<file path="config.mk">
export PLATFORM = sky130hd
export DESIGN_NAME = fts_burst_sram
export DESIGN_NICKNAME = d
export VERILOG_FILES = /design/src/rtl/fts_pkg.sv /design/src/rtl/fts_rst_sync.sv /design/src/rtl/fts_ctrl.sv /design/src/rtl/fts_burst_addr.sv /design/src/rtl/fts_lane_array.sv /design/src/rtl/fts_burst_sram.sv
export SDC_FILE = /design/constraint.sdc
export NUM_CORES = 1
export LEC_CHECK = 0
export CAP_MARGIN = 20
export CORE_ASPECT_RATIO = 0.75
export CORE_MARGIN = 2
export CORE_UTILIZATION = 50
export DETAILED_ROUTE_END_ITERATION = 7
export DONT_BUFFER_PORTS = 1
export PLACE_DENSITY = 0.64
export SYNTH_ARGS = -nofsm -noshare
export SYNTH_HDL_FRONTEND = slang
export SYNTH_HIERARCHICAL = 1
export SYNTH_SLANG_ARGS = --single-unit
export TNS_END_PERCENT = 20
</file>
<file path="constraint.sdc">
create_clock -name clk -period 8.3 [get_ports clk]
set_input_delay 1.66 -clock clk [delete_from_list [all_inputs] [get_ports clk]]
set_output_delay 1.66 -clock clk [all_outputs]
set_load 0.1 [all_outputs]
</file>
<file path="src/rtl/fts_pkg.sv">
`timescale 1ns/1ps
package fts_pkg;

  typedef enum logic {
    ORD_LINEAR     = 1'b0,
    ORD_INTERLEAVE = 1'b1
  } burst_ord_e;

  typedef enum logic [2:0] {
    CYC_HOLD,
    CYC_SLEEP,
    CYC_LOAD_RD,
    CYC_LOAD_WR,
    CYC_STEP_RD,
    CYC_STEP_WR
  } cyc_kind_e;

  // Low two address bits for beat cnt of a burst that started at start.
  function automatic logic [1:0] beat_low(input logic [1:0] start,
                                          input logic [1:0] cnt,
                                          input burst_ord_e ord);
    logic [1:0] res;
    if (ord == ORD_INTERLEAVE) res = start ^ cnt;
    else                       res = start + cnt;
    return res;
  endfunction

endpackage

</file>
<file path="src/rtl/fts_rst_sync.sv">
`timescale 1ns/1ps
module fts_rst_sync #(
  parameter int STAGES = 2
) (
  input  logic clk,
  input  logic rst_n,
  output logic rst_sync_n
);
  logic [STAGES-1:0] chain_q;

  always_ff @(posedge clk or negedge rst_n) begin
    if (!rst_n) chain_q <= '0;
    else        chain_q <= {chain_q[STAGES-2:0], 1'b1};
  end

  assign rst_sync_n = chain_q[STAGES-1];
endmodule

</file>
<file path="src/rtl/fts_ctrl.sv">
`timescale 1ns/1ps
module fts_ctrl
  import fts_pkg::*;
#(
  parameter int LANES = 2
) (
  input  logic             clk,
  input  logic             rst_n,
  input  logic             ads_proc_n_i,
  input  logic             ads_ctrl_n_i,
  input  logic             adv_n_i,
  input  logic             ce1_n_i,
  input  logic             ce2_i,
  input  logic             ce3_n_i,
  input  logic             gw_n_i,
  input  logic             bwe_n_i,
  input  logic [LANES-1:0] bw_n_i,
  input  logic             sleep_i,
  output logic             load_o,
  output logic             step_o,
  output logic [LANES-1:0] lane_we_o,
  output logic             sel_o,
  output logic             rd_o
);
  logic             sel_q, sel_n;
  logic             rd_q, rd_n;
  logic             upd_en;
  logic             ce_ok;
  logic [LANES-1:0] lane_mask;
  logic             wr_req;
  cyc_kind_e        kind;

  // Cycle decode
  always_comb begin
    ce_ok = !ce1_n_i && ce2_i && !ce3_n_i;
    if (!gw_n_i)       lane_mask = '1;
    else if (!bwe_n_i) lane_mask = ~bw_n_i;
    else               lane_mask = '0;
    wr_req = |lane_mask;

    if (sleep_i)
      kind = CYC_SLEEP;
    else if (!ads_proc_n_i)
      kind = CYC_LOAD_RD;
    else if (!ads_ctrl_n_i)
      kind = wr_req ? CYC_LOAD_WR : CYC_LOAD_RD;
    else if (!adv_n_i)
      kind = wr_req ? CYC_STEP_WR : CYC_STEP_RD;
    else
      kind = CYC_HOLD;
  end

  // Next state
  always_comb begin
    load_o = (kind == CYC_LOAD_RD) || (kind == CYC_LOAD_WR);
    step_o = (kind == CYC_STEP_RD) || (kind == CYC_STEP_WR);
    upd_en = load_o || step_o;
    sel_n  = load_o ? ce_ok : sel_q;
    rd_n   = (kind == CYC_LOAD_RD) || (kind == CYC_STEP_RD);
    if ((kind == CYC_LOAD_WR || kind == CYC_STEP_WR) && sel_n)
      lane_we_o = lane_mask;
    else
      lane_we_o = '0;
  end

  // Registers
  always_ff @(posedge clk or negedge rst_n) begin
    if (!rst_n) begin
      sel_q <= 1'b0;
      rd_q  <= 1'b0;
    end else if (upd_en) begin
      sel_q <= sel_n;
      rd_q  <= rd_n;
    end
  end

  assign sel_o = sel_q;
  assign rd_o  = rd_q;

  AST_PROC_STROBE_READS: assert property (@(posedge clk) disable iff (!rst_n)
    !ads_proc_n_i |-> (lane_we_o == '0));
  AST_HOLD_NO_WRITE: assert property (@(posedge clk) disable iff (!rst_n)
    (ads_proc_n_i && ads_ctrl_n_i && adv_n_i) |-> (lane_we_o == '0));
  AST_SLEEP_NO_WRITE: assert property (@(posedge clk) disable iff (!rst_n)
    sleep_i |=> ($stable(sel_q) && $stable(rd_q)));
  AST_SELECT_HELD: assert property (@(posedge clk) disable iff (!rst_n)
    !load_o |=> $stable(sel_q));
  AST_DESEL_NO_WRITE: assert property (@(posedge clk) disable iff (!rst_n)
    (!load_o && !sel_q) |-> (lane_we_o == '0));
endmodule

</file>
<file path="src/rtl/fts_burst_addr.sv">
`timescale 1ns/1ps
module fts_burst_addr
  import fts_pkg::*;
#(
  parameter int ADDR_W = 6
) (
  input  logic              clk,
  input  logic              rst_n,
  input  logic              load_i,
  input  logic              step_i,
  input  logic [ADDR_W-1:0] addr_i,
  input  burst_ord_e        ord_i,
  output logic [ADDR_W-1:0] cur_addr_o,
  output logic [ADDR_W-1:0] nxt_addr_o
);
  localparam int CNT_W = 2;

  logic [ADDR_W-1:0] base_q, base_n;
  logic [CNT_W-1:0]  cnt_q, cnt_n;
  logic              upd_en;

  // Next state
  always_comb begin
    upd_en = load_i || step_i;
    base_n = load_i ? addr_i : base_q;
    if (load_i)      cnt_n = '0;
    else if (step_i) cnt_n = cnt_q + 2'd1;
    else             cnt_n = cnt_q;
    nxt_addr_o = {base_n[ADDR_W-1:CNT_W], beat_low(base_n[CNT_W-1:0], cnt_n, ord_i)};
    cur_addr_o = {base_q[ADDR_W-1:CNT_W], beat_low(base_q[CNT_W-1:0], cnt_q, ord_i)};
  end

  // Registers
  always_ff @(posedge clk or negedge rst_n) begin
    if (!rst_n) begin
      base_q <= '0;
      cnt_q  <= '0;
    end else if (upd_en) begin
      base_q <= base_n;
      cnt_q  <= cnt_n;
    end
  end

  AST_LOAD_CAPTURES: assert property (@(posedge clk) disable iff (!rst_n)
    load_i |=> (cnt_q == '0 && base_q == $past(addr_i)));
  AST_HOLD_KEEPS_ADDR: assert property (@(posedge clk) disable iff (!rst_n)
    (!load_i && !step_i) |=> ($stable(base_q) && $stable(cnt_q)));
  AST_COUNT_STEP: assert property (@(posedge clk) disable iff (!rst_n)
    step_i |=> (cnt_q == $past(cnt_q) + 2'd1));
  AST_UPPER_FIXED: assert property (@(posedge clk) disable iff (!rst_n)
    step_i |=> (cur_addr_o[ADDR_W-1:CNT_W] == $past(cur_addr_o[ADDR_W-1:CNT_W])));
endmodule

</file>
<file path="src/rtl/fts_lane_array.sv">
`timescale 1ns/1ps
module fts_lane_array #(
  parameter int ADDR_W = 6,
  parameter int LANES  = 2,
  parameter int LANE_W = 9
) (
  input  logic                    clk,
  input  logic [LANES-1:0]        we_i,
  input  logic [ADDR_W-1:0]       waddr_i,
  input  logic [LANES*LANE_W-1:0] wdata_i,
  input  logic [ADDR_W-1:0]       raddr_i,
  output logic [LANES*LANE_W-1:0] rdata_o
);
  localparam int DEPTH = 1 << ADDR_W;

  for (genvar g = 0; g < LANES; g++) begin : g_lane
    logic [LANE_W-1:0] mem [DEPTH];

    always_ff @(posedge clk) begin
      if (we_i[g]) mem[waddr_i] <= wdata_i[g*LANE_W +: LANE_W];
    end

    assign rdata_o[g*LANE_W +: LANE_W] = mem[raddr_i];
  end
endmodule

</file>
<file path="src/rtl/fts_burst_sram.sv">
`timescale 1ns/1ps
module fts_burst_sram
  import fts_pkg::*;
#(
  parameter int  ADDR_W = 6,
  parameter int  LANES  = 2,
  parameter int  LANE_W = 9,
  localparam int DATA_W = LANES * LANE_W
) (
  input  logic              clk,
  input  logic              rst_n,
  input  logic [ADDR_W-1:0] addr_i,
  input  logic [DATA_W-1:0] din_i,
  input  logic              ce1_n_i,
  input  logic              ce2_i,
  input  logic              ce3_n_i,
  input  logic              ads_proc_n_i,
  input  logic              ads_ctrl_n_i,
  input  logic              adv_n_i,
  input  logic              gw_n_i,
  input  logic              bwe_n_i,
  input  logic [LANES-1:0]  bw_n_i,
  input  logic              ord_i,
  input  logic              oe_n_i,
  input  logic              sleep_i,
  output logic [DATA_W-1:0] dout_o,
  output logic              dout_vld_o
);
  logic              rst_sync_n;
  logic              load, step;
  logic [LANES-1:0]  lane_we;
  logic              sel, rd;
  logic [ADDR_W-1:0] cur_addr, nxt_addr;
  logic [DATA_W-1:0] rdata;
  burst_ord_e        ord;

  assign ord = burst_ord_e'(ord_i);

  fts_rst_sync #(.STAGES(2)) u_rst (
    .clk        (clk),
    .rst_n      (rst_n),
    .rst_sync_n (rst_sync_n)
  );

  fts_ctrl #(.LANES(LANES)) u_ctrl (
    .clk          (clk),
    .rst_n        (rst_sync_n),
    .ads_proc_n_i (ads_proc_n_i),
    .ads_ctrl_n_i (ads_ctrl_n_i),
    .adv_n_i      (adv_n_i),
    .ce1_n_i      (ce1_n_i),
    .ce2_i        (ce2_i),
    .ce3_n_i      (ce3_n_i),
    .gw_n_i       (gw_n_i),
    .bwe_n_i      (bwe_n_i),
    .bw_n_i       (bw_n_i),
    .sleep_i      (sleep_i),
    .load_o       (load),
    .step_o       (step),
    .lane_we_o    (lane_we),
    .sel_o        (sel),
    .rd_o         (rd)
  );

  fts_burst_addr #(.ADDR_W(ADDR_W)) u_addr (
    .clk        (clk),
    .rst_n      (rst_sync_n),
    .load_i     (load),
    .step_i     (step),
    .addr_i     (addr_i),
    .ord_i      (ord),
    .cur_addr_o (cur_addr),
    .nxt_addr_o (nxt_addr)
  );

  fts_lane_array #(.ADDR_W(ADDR_W), .LANES(LANES), .LANE_W(LANE_W)) u_array (
    .clk     (clk),
    .we_i    (lane_we),
    .waddr_i (nxt_addr),
    .wdata_i (din_i),
    .raddr_i (cur_addr),
    .rdata_o (rdata)
  );

  // Flow-through output: no register between array and port
  always_comb begin
    dout_vld_o = sel && rd && !oe_n_i && !sleep_i;
    dout_o     = dout_vld_o ? rdata : '0;
  end

  AST_WRITE_QUIETS_OUTPUT: assert property (@(posedge clk) disable iff (!rst_sync_n)
    (lane_we != '0) |=> !dout_vld_o);
  AST_READ_SHOWS_AT_ONCE: assert property (@(posedge clk) disable iff (!rst_sync_n)
    (load && !ads_proc_n_i && !ce1_n_i && ce2_i && !ce3_n_i) |=>
      (dout_vld_o || oe_n_i || sleep_i));
endmodule

</file>
==> metrics.yaml, run 1 <==
worst_setup_path:
  path_delay_family: "compound AO/OA/AOI/OAI gates"
  critPathBufInv: 1
  cp_slowest_stage_delay_ns: 0.85
  end_kind: "output port"
  crit_chain: "nor2b_1, xnor2_2, buf_4, mux4_2, o22a_1, o221ai_1, o41ai_1, and2_2"
  path_class: "input port to output port"
  cp-start-kind: "input port"
  rr_worst_depth: 8
  crit_cells: 8
  crit_slowest_cell: "o41ai_1"
  worst-path-max-fanout: 32
  crit_required_ns: 6.64
  critPathArrivalTime_ns: 5.02
detailed_routing:
  postRouteWirelength_um: 112000
  drtAntennaViolNets: 0
  dr.pass1.iters: 6
  drtIter0Drc: 2862
  wl_per_cell_um: 32.9
  num_vias: 22000
  viasPerCell: 6.47
  drc_errors: 0
layout:
  finalInstanceArea_um2: 49900
  fillers: 6660
  fin_cells: 3399
  nets: 2147
  area_delta_synth_final_pct: 9.55
  drive_gt1_share_pct: 22.3
yosys:
  yosysWarnings: 6
  yosysSeqAreaShare_pct: 76.7
  synthCells: 2089
  synth_area_um2: 45500
  synth-edff-count: 1152
  synth.distinct_cells: 54
  syn-num-nets: 2130
  synth_ff_type: "edfxtp_1"
  synth.ff_latch_count: 1164
  syn_area_per_cell_um2: 21.8
  synthArstFlopShare_pct: 1.03
sta:
  finalClockSkew_ns: 0.0220
  finalSetupViolCount: 0
  holdWs_ns: 0.221
  fin_crit_sh_pct: 80.4
  slew_headroom_pct: 19.2
  fmax_mhz: 150
  rsz0062_at_grt: "no"
  min_period_ns: 6.68
  final.setup.tns_ns: 0
  tightest_slew_ns: 1.21
  final-hold-violation-count: 0
  drv_slew: 0
pwr:
  clkPwrFrac_pct: 37.0
  power.density_nw_per_um2: 252
  p_switching_mw: 2.94
  leakagePower_nw: 15.3
  p_seq_share_pct: 51.6
  p_int_mw: 9.65
  peakVddDrop_uv: 187
  p_sw_share_pct: 23.3
  combPwrFrac_pct: 11.4
die:
  rows: 95
  num_io_pins: 58
  coreArea_um2: 89900
  die_area_um2: 93500
  die_h_um: 265
  die_x_um: 352
  initial_core_util_pct: 50.6
grt:
  overflow: 0
  antenna_found_initial: 3
  first_global_vias: 21900
  grt_pass1_wl_um: 161000
  grt_max_degree: 88
  grt.total_usage_pct: 24.1
placement:
  hpwl_um: 69800
  io_buffer_count: 0
  post_dp_cell_area_um2: 46500
  gp_congestion: 0.878
  dpl.cell_count: 3205
clocking:
  cts_resized: 0
  ctsLongestPathBuffers: 3
  htree_levels: 3
  cts_buffers: 105
  ctsHoldBuffers: 0
  insertion_delay_ns: 0.68
  cts_setup_buffers: 0
  clock-sinks: 1164
  clockRootBuffer: "clkbuf_16"
  clk_pin_slew_ns: 0.07
  cts_tree: "yes"
status:
  status: "completed"
worst_hold_path:
  hold_path.class: "flop to asynchronous set/reset pin"
flow_run:
  max-cap-violations: 0
## cell type report
class | count | area [um^2] | share of cell area (%)
clock buffer | 129 | 2820 | 5.66
sequential | 1164 | 34900 | 70.0
timing repair buffer | 31 | 354 | 0.710
tap | 1212 | 1520 | 3.04
clock inverter | 57 | 429 | 0.861
inverter | 12 | 45.0 | 0.0903
antenna | 2 | 5.00 | 0.0100
multi-input combinational | 792 | 9790 | 19.6
## cells by family (layout without fill, tap and decap cells)
family	count (synthesis)	in the layout	share of synthesized area, %
buf+inv	133	229	1.87
compound gates	140	140	2.45
other cells	1	3	0.00824
flops	1164	1164	76.7
fa+ha+maj	2	2	0.0550
simple gates	306	306	3.31
mux	338	338	15.5
xor+xnor	5	5	0.113
## cell usage in the layout, fill, tap and decap left out, types with 18 or more instances in the layout
cell,n
mux4_1,26
buf_4,20
nor2b_1,18
edfxtp_1,1152
nand3_1,28
and2_2,18
mux2i_1,42
nand2_1,32
mux4_2,259
clkbuf_1,19
nor2_1,157
clkbuf_16,110
clkinv_1,29
o22ai_1,62
## per-stage QoR
| stage | utilization, % | power, mW | setup WS (ns) |
|---|---|---|---|
| finish | 55.5 | 12.6 | 1.62 |
| global route | 55.5 | 12.9 | 1.59 |
| CTS | 55.4 | 12.7 | 1.65 |
| detailed placement | 51.8 | 8.05 | 1.66 |
| global placement | 51.8 | 8.04 | 1.68 |
| floorplan | - | 7.63 | 2.85 |
## path summary, 6_finish.rpt
kind	start	to	slack, ns
min in group clk	u_rst/chain_q[0]$_DFF_PN0_	u_rst/chain_q[1]$_DFF_PN0_	0.37
hold / removal	u_rst/chain_q[1]$_DFF_PN0_	u_addr/cnt_q[1]$_DFFE_PN0P_	0.22
max in group asynchronous	rst_n	u_rst/chain_q[0]$_DFF_PN0_	7.55
setup / recovery	ord_i	dout_o[13]	1.62
hold reg to reg	u_rst/chain_q[1]$_DFF_PN0_	u_addr/cnt_q[1]$_DFFE_PN0P_	0.22
setup reg to reg	u_addr/cnt_q[0]$_DFFE_PN0P_	u_array/g_lane[0].mem[39][6]$_DFFE_PP_	3.67
## Yosys cell counts, types with 2 or more instances
master     count  area (um^2)
buf_2         31          155
buf_1          6         22.5
o22ai_1       62          388
or3_1          3         18.8
dfrtp_1       12          300
or3b_2         7         61.3
nand3_1       28          140
nor2b_1       18          113
a22oi_1       12         90.1
a2bb2oi_1      6         52.6
nand4_1       14         87.6
mux4_2       259         5830
and2_2        18          135
edfxtp_1    1152        34600
mux4_1        26          683
nand3b_1      12         90.1
clkbuf_1      40          150
buf_4         14          105
and2_1         2         12.5
inv_1         12         45.0
a211oi_1       7         52.6
mux2i_1       42          420
o221ai_1      15          131
nand2_1       32          120
buf_6         22          248
a21oi_1        2         10.0
mux2_2        10          113
o22a_1         8         70.1
ha_1           2         25.0
xnor2_1        4         35.0
nor3_2         2         20.0
and4_1         3         26.3
a22o_1         7         61.3
o41ai_1        6         52.6
nor2_1       157          589
buf_8          4         60.1
o21a_1         2         15.0
o41ai_2        9          146
buf_12         3         60.1
nand2b_1       4         25.0
## routing by layer
layer  share of wire (%)  GRT usage, %
met1                  42          35.8
met2                  45          35.6
met3                  11          6.91
met4                 2.4          6.31
met5               0.030             0
## flip-flops by register name (all words and copies together), names as in the netlist
| signal | cells |
|---|---|
| u_ctrl/rd_o | 1 |
| u_addr/cnt_q | 2 |
| u_ctrl/sel_o | 1 |
| u_addr/base_q | 6 |
| u_array/g_lane.mem | 1152 |
| u_rst/chain_q | 2 |
## power groups by stage
stage | clock network, mW | registers, mW | logic, mW
6_report | 4.65 | 6.49 | 1.44
5_1_grt | 4.95 | 6.49 | 1.50
4_1_cts | 4.72 | 6.49 | 1.43
3_5_place_dp | 0 | 6.62 | 1.43
3_3_place_gp | 0 | 6.63 | 1.41
2_1_floorplan | 0 | 6.60 | 1.04
Power figures use the tool's default switching activity.
==> run 2: changes to the inputs <==
--- a/config.mk
+++ b/config.mk
@@ -11,7 +11,7 @@
 export CORE_UTILIZATION = 50
 export DETAILED_ROUTE_END_ITERATION = 7
 export DONT_BUFFER_PORTS = 1
-export PLACE_DENSITY = 0.64
+export PLACE_DENSITY = 0.67
 export SYNTH_ARGS = -nofsm -noshare
 export SYNTH_HDL_FRONTEND = slang
 export SYNTH_HIERARCHICAL = 1
==> constraint.sdc (replaced) <==
create_clock -name clk -period 5.63 [get_ports clk]
set_input_delay 1.126 -clock clk [delete_from_list [all_inputs] [get_ports clk]]
set_output_delay 1.126 -clock clk [all_outputs]
set_load 0.1 [all_outputs]
==> run 2 against run 1 <==
Largest cell class unchanged. Clock power increased by 47%. Clock skew decreased by 0.0088 ns. Critical path type is now flop to output port. Critical path depth unchanged. Non-clock buffer count increased by 115. Global-route usage decreased by 0.85 points.
==> metrics.yaml, run 2 (same netlist as run 1, synthesis figures left out) <==
status:
  status: "completed"
detailed_routing:
  drtIter0Drc: 2932
  viasPerCell: 6.37
  drc_errors: 0
  postRouteWirelength_um: 108000
  drtAntennaViolNets: 0
  wl_per_cell_um: 30.9
  dr.pass1.iters: 5
  num_vias: 22400
pwr:
  leakagePower_nw: 15.9
  p_seq_share_pct: 51.8
  p_int_mw: 14.3
  p_total_mw: 18.5
  power.density_nw_per_um2: 365
  p_switching_mw: 4.22
  combPwrFrac_pct: 11.2
  p_sw_share_pct: 22.8
  peakVddDrop_uv: 301
  clkPwrFrac_pct: 37.0
grt:
  grt.total_usage_pct: 23.3
  grt_pass1_wl_um: 157000
  first_global_vias: 21900
  grt_max_degree: 65
  overflow: 0
  grt.met1_usage_pct: 36.1
  busiest_layer: "met1"
  use_met2_pct: 33.3
  antenna_found_initial: 4
  use_met3_pct: 6.50
worst_setup_path:
  endpoint: "dout_o[14]"
  critical_path.startpoint: "u_addr/cnt_q[0]$_DFFE_PN0P_"
  r2r_slack_ns: 1.59
  critPathArrivalTime_ns: 4.32
  crit_chain: "ha_4, buf_4, mux4_1, o22ai_1, nor2_1, nand3_1, o41ai_1, and2_2"
  r2r-end: "u_array/g_lane[0].mem[16][5]$_DFFE_PP_"
  path_delay_family: "simple AND/OR/NAND/NOR gates"
  cp-start-kind: "flop"
  worst-path-max-fanout: 22
  end_kind: "output port"
  cp_slowest_stage_delay_ns: 0.65
  path_class: "flop to output port"
  crit_slowest_cell: "ha_4"
  critPathBufInv: 1
  crit_cells: 8
  rr_worst_depth: 6
  timing.rr.start: "u_addr/base_q[4]$_DFFE_PN0P_"
  crit_required_ns: 4.50
sta:
  rsz0062_at_grt: "no"
  fmax_mhz: 184
  final.setup.tns_ns: 0
  worst_slack_ns: 0.187
  fin_crit_sh_pct: 96.7
  finalSetupViolCount: 0
  finalClockSkew_ns: 0.0132
  min_period_ns: 5.44
  tightest_slew_ns: 1.14
  drv_slew: 0
  slew_headroom_pct: 23.4
  final-hold-violation-count: 0
layout:
  largest_register_ffs: 1152
  reg_top3: "u_array/g_lane.mem (1152), u_addr/base_q (6)"
  seq_area_um2: 34900
  layout_common_cells: "1152 x edfxtp_1, 259 x mux4_2, 157 x nor2_1"
  nets: 2259
  fin_cells: 3511
  multi_input_area_um2: 9790
  area_delta_synth_final_pct: 11.4
  largest-register: "u_array/g_lane.mem"
  fillers: 6557
  final_common_cell: "edfxtp_1"
  drive_gt1_share_pct: 26.5
  fin_util_pct: 56.4
placement:
  hpwl_um: 67900
  io_buffer_count: 0
  gp_congestion: 0.846
  place_ws_ns: 0.522
  dpl.cell_count: 3325
clocking:
  ctsLongestPathBuffers: 3
  cts_buffers: 102
  clock-sinks: 1164
  cts_setup_buffers: 0
  ctsHoldBuffers: 0
  cts_resized: 0
  cts_tree: "yes"
  insertion_delay_ns: 0.67
  clk_pin_slew_ns: 0.07
  clockRootBuffer: "clkbuf_16"
  htree_levels: 3
die:
  die_h_um: 265
  coreArea_um2: 89900
  rows: 95
  num_io_pins: 58
  initial_core_util_pct: 50.6
  die_area_um2: 93500
  die_x_um: 352
worst_hold_path:
  hold_path.class: "input port to asynchronous set/reset pin"
flow_run:
  max-cap-violations: 0
[run 2: cell types whose count changed in the layout (fill, tap and decap cells not counted), sizes merged]
cell / change
bufinv: +3
diode: +1
buf: +116
clkbuf: -10
clkinv: +2
clkinvlp: +1
inv: -1
[run 2: per-stage QoR]
step | cell area [um^2] | hold slack [ns]
2_1_floorplan | 45500 | 0.121
3_3_place_gp | 47500 | 0.246
3_5_place_dp | 47500 | 0.259
4_1_cts | 50700 | 0.124
5_1_grt | 50700 | 0.115
6_report | 50700 | 0.153
[run 2: metal layers]
layer,wire length [um],vias up
li1,-,9025
met5,28,-
met3,12600,157
met1,46000,11900
met4,2190,4
met2,47700,1220
[run 2: worst reg2reg max path, cell delays in order (launching register included)]
cell and delay, ns:
dfrtp_2 0.93, buf_4 0.46, mux2_2 0.40, or3b_2 0.63, inv_1 0.10, nand2_1 0.25
nor2_1 0.89
[run 2: cell type report]
type                    count  share of cell area, %
multi-input cells         792                   19.3
diodes                      3                 0.0148
clock buffers             120                   5.35
repair buffers            146                   2.44
well taps                1212                   2.99
inverters                  12                 0.0888
flip-flops and latches   1164                   68.8
clock inverters            62                   1.01
[run 2: power groups by stage]
stage / registers [mW] / clock network [mW] / logic (mW)
global placement: 9.77 / 0 / 2.05
finish: 9.58 / 6.85 / 2.07
floorplan: 9.72 / 0 / 1.53
global route: 9.58 / 7.28 / 2.17
CTS: 9.59 / 6.96 / 2.07
detailed placement: 9.77 / 0 / 2.06
[run 2: how the worst min path moves through the flow]
stage | from | to | cells past startpoint | slack [ns]
5_1_grt | rst_n | u_rst/chain_q[0]$_DFF_PN0_ | 0 | 0.11
3_5_place_dp | u_rst/chain_q[1]$_DFF_PN0_ | u_ctrl/sel_o$_DFFE_PN0P_ | 0 | 0.26
3_3_place_gp | u_rst/chain_q[1]$_DFF_PN0_ | u_ctrl/rd_o$_DFFE_PN0P_ | 0 | 0.25
4_1_cts | rst_n | u_rst/chain_q[0]$_DFF_PN0_ | 0 | 0.12
6_report | rst_n | u_rst/chain_q[0]$_DFF_PN0_ | 0 | 0.15
2_1_floorplan | u_rst/chain_q[1]$_DFF_PN0_ | u_addr/base_q[0]$_DFFE_PN0P_ | 0 | 0.12
==> run 3: changes to the inputs <==
--- a/config.mk
+++ b/config.mk
@@ -9,6 +9,7 @@
 export CORE_ASPECT_RATIO = 0.75
 export CORE_MARGIN = 2
 export CORE_UTILIZATION = 50
+export CTS_BUF_LIST = sky130_fd_sc_hd__clkbuf_8
 export DETAILED_ROUTE_END_ITERATION = 7
 export DONT_BUFFER_PORTS = 1
 export PLACE_DENSITY = 0.67
==> run 3 against run 2 <==
Sequential power is essentially flat. Via count grew 1.6%. Combinational power is essentially flat. Fmax shrank 0.41%. Largest cell class unchanged. Register-to-register slack lost 0.07 ns. Sequential share of layout area grew 0.28 points. Cell area shrank 0.41%. Clock-buffer cell count grew 52. Power shrank 3.8%. Worst setup slack lost 0.023 ns. Clock power shrank 10%. First-iteration DRC count shrank 3.5%.
==> metrics.yaml, run 3 (same netlist as run 1, synthesis figures left out) <==
placement:
  dpl.cell_count: 3325
  gp_congestion: 0.846
  hpwl_um: 67900
  io_buffer_count: 0
  post_dp_cell_area_um2: 47500
clocking:
  clock-sinks: 1164
  cts_buffers: 166
  htree_levels: 4
  clk_pin_slew_ns: 0.07
  cts_tree: "yes"
  insertion_delay_ns: 0.84
  clockRootBuffer: "clkbuf_8"
  ctsLongestPathBuffers: 3
  cts_setup_buffers: 0
pwr:
  leakagePower_nw: 16.1
  power.density_nw_per_um2: 352
  p_total_mw: 17.8
  peakVddDrop_uv: 231
layout:
  fillers: 6641
  reg_top3: "u_array/g_lane.mem (1152), u_addr/base_q (6)"
  final_common_cell: "edfxtp_1"
  finalInstanceArea_um2: 50500
  nets: 2324
  fin_cells: 3628
  layout_common_cells: "1152 x edfxtp_1, 259 x mux4_2, 172 x clkbuf_8"
  area_delta_synth_final_pct: 11.0
  fin_util_pct: 56.2
  drive_gt1_share_pct: 27.5
  largest_register_ffs: 1152
  largest-register: "u_array/g_lane.mem"
detailed_routing:
  drc_errors: 0
  drtIter0Drc: 2829
  dr.pass1.iters: 5
  postRouteWirelength_um: 109000
  drtAntennaViolNets: 0
  viasPerCell: 6.26
  num_vias: 22700
  wl_per_cell_um: 30.2
sta:
  slew_headroom_pct: 20.8
  finalClockSkew_ns: 0.0308
  finalSetupViolCount: 0
  final.setup.tns_ns: 0
  final-hold-violation-count: 0
  tightest_slew_ns: 1.18
  min_period_ns: 5.47
  fin_crit_sh_pct: 97.1
  drv_slew: 0
  fmax_mhz: 183
  rsz0062_at_grt: "no"
die:
  die_x_um: 352
  die_area_um2: 93500
  rows: 95
  coreArea_um2: 89900
  num_io_pins: 58
  die_h_um: 265
  initial_core_util_pct: 50.6
worst_setup_path:
  r2r_slack_ns: 1.52
  end_kind: "output port"
  critPathArrivalTime_ns: 4.34
  worst-path-max-fanout: 52
  cp-start-kind: "flop"
  crit_required_ns: 4.50
  rr_worst_depth: 6
  path_class: "flop to output port"
  r2r-end: "u_array/g_lane[0].mem[16][5]$_DFFE_PP_"
  timing.rr.start: "u_addr/base_q[4]$_DFFE_PN0P_"
grt:
  overflow: 0
  antenna_found_initial: 2
  grt_pass1_wl_um: 158000
  grt.total_usage_pct: 23.5
  grt_max_degree: 65
  first_global_vias: 22500
flow_run:
  max-cap-violations: 0
status:
  status: "completed"
worst_hold_path:
  hold_path.class: "flop to asynchronous set/reset pin"
[run 3: worst max-delay path by stage]
stage / cells after the start / to / start
after floorplan: 13 / u_array/g_lane[1].mem[42][0]$_DFFE_PP_ / ads_proc_n_i
after global placement: 8 / dout_o[8] / ord_i
after detailed placement: 13 / u_array/g_lane[1].mem[29][8]$_DFFE_PP_ / ads_ctrl_n_i
after CTS: 8 / dout_o[14] / u_addr/cnt_q[0]$_DFFE_PN0P_
after global routing: 7 / dout_o[8] / u_addr/cnt_q[0]$_DFFE_PN0P_
final: 10 / dout_o[6] / u_addr/cnt_q[0]$_DFFE_PN0P_
[run 3: timing repair]
action | 4_1_cts | 5_1_grt
resized for setup | 1 | 2
hold endpoints to repair | 2 | 0
hold buffers | 1 | 0
pin swaps | 0 | 0
endpoints found under the setup margin | 1 | 3
[run 3: layout make-up]
cell class                 count  area (um^2)  area share (%)
antenna                        2         5.00         0.00991
clock buffer                 172         2370            4.69
clock inverter               127          638            1.26
inverter                      12         45.0          0.0892
multi-input combinational    792         9790            19.4
sequential                  1164        34900            69.1
tap                         1212         1520            3.00
timing repair buffer         147         1250            2.48
[run 3: per-layer routing]
metal	up-vias	GRT usage (%)	routed length (um)
met2	1295	33.2	48100
met3	147	6.90	12300
met4	4	6.06	1780
met1	12100	36.1	47300
met5	-	0	28
li1	9190	-	-
[run 3: critical path: stages, from the launching register on]
cell	delay [ns]
dfrtp_1	0.45
ha_4	0.19
nor2b_1	0.15
xnor2_2	0.30
buf_12	0.34
buf_4	0.41
mux4_2	0.26
o221ai_1	0.21
o41ai_1	0.63
and2_2	0.28
buf_12	0.17
[run 3: where the power goes]
| group | internal, mW | switching [mW] |
|---|---|---|
| Combinational | 0.927 | 1.14 |
| Sequential | 9.53 | 0.0601 |
| Clock | 3.01 | 3.13 |
[run 3: stage by stage]
| stage | hold WS [ns] | worst slack, ns |
|---|---|---|
| 6_report | 0.265 | 0.164 |
| 5_1_grt | 0.307 | 0.0383 |
| 4_1_cts | 0.270 | 0.0442 |
| 3_5_place_dp | 0.259 | 0.522 |
| 3_3_place_gp | 0.246 | 0.587 |
| 2_1_floorplan | 0.121 | 1.17 |
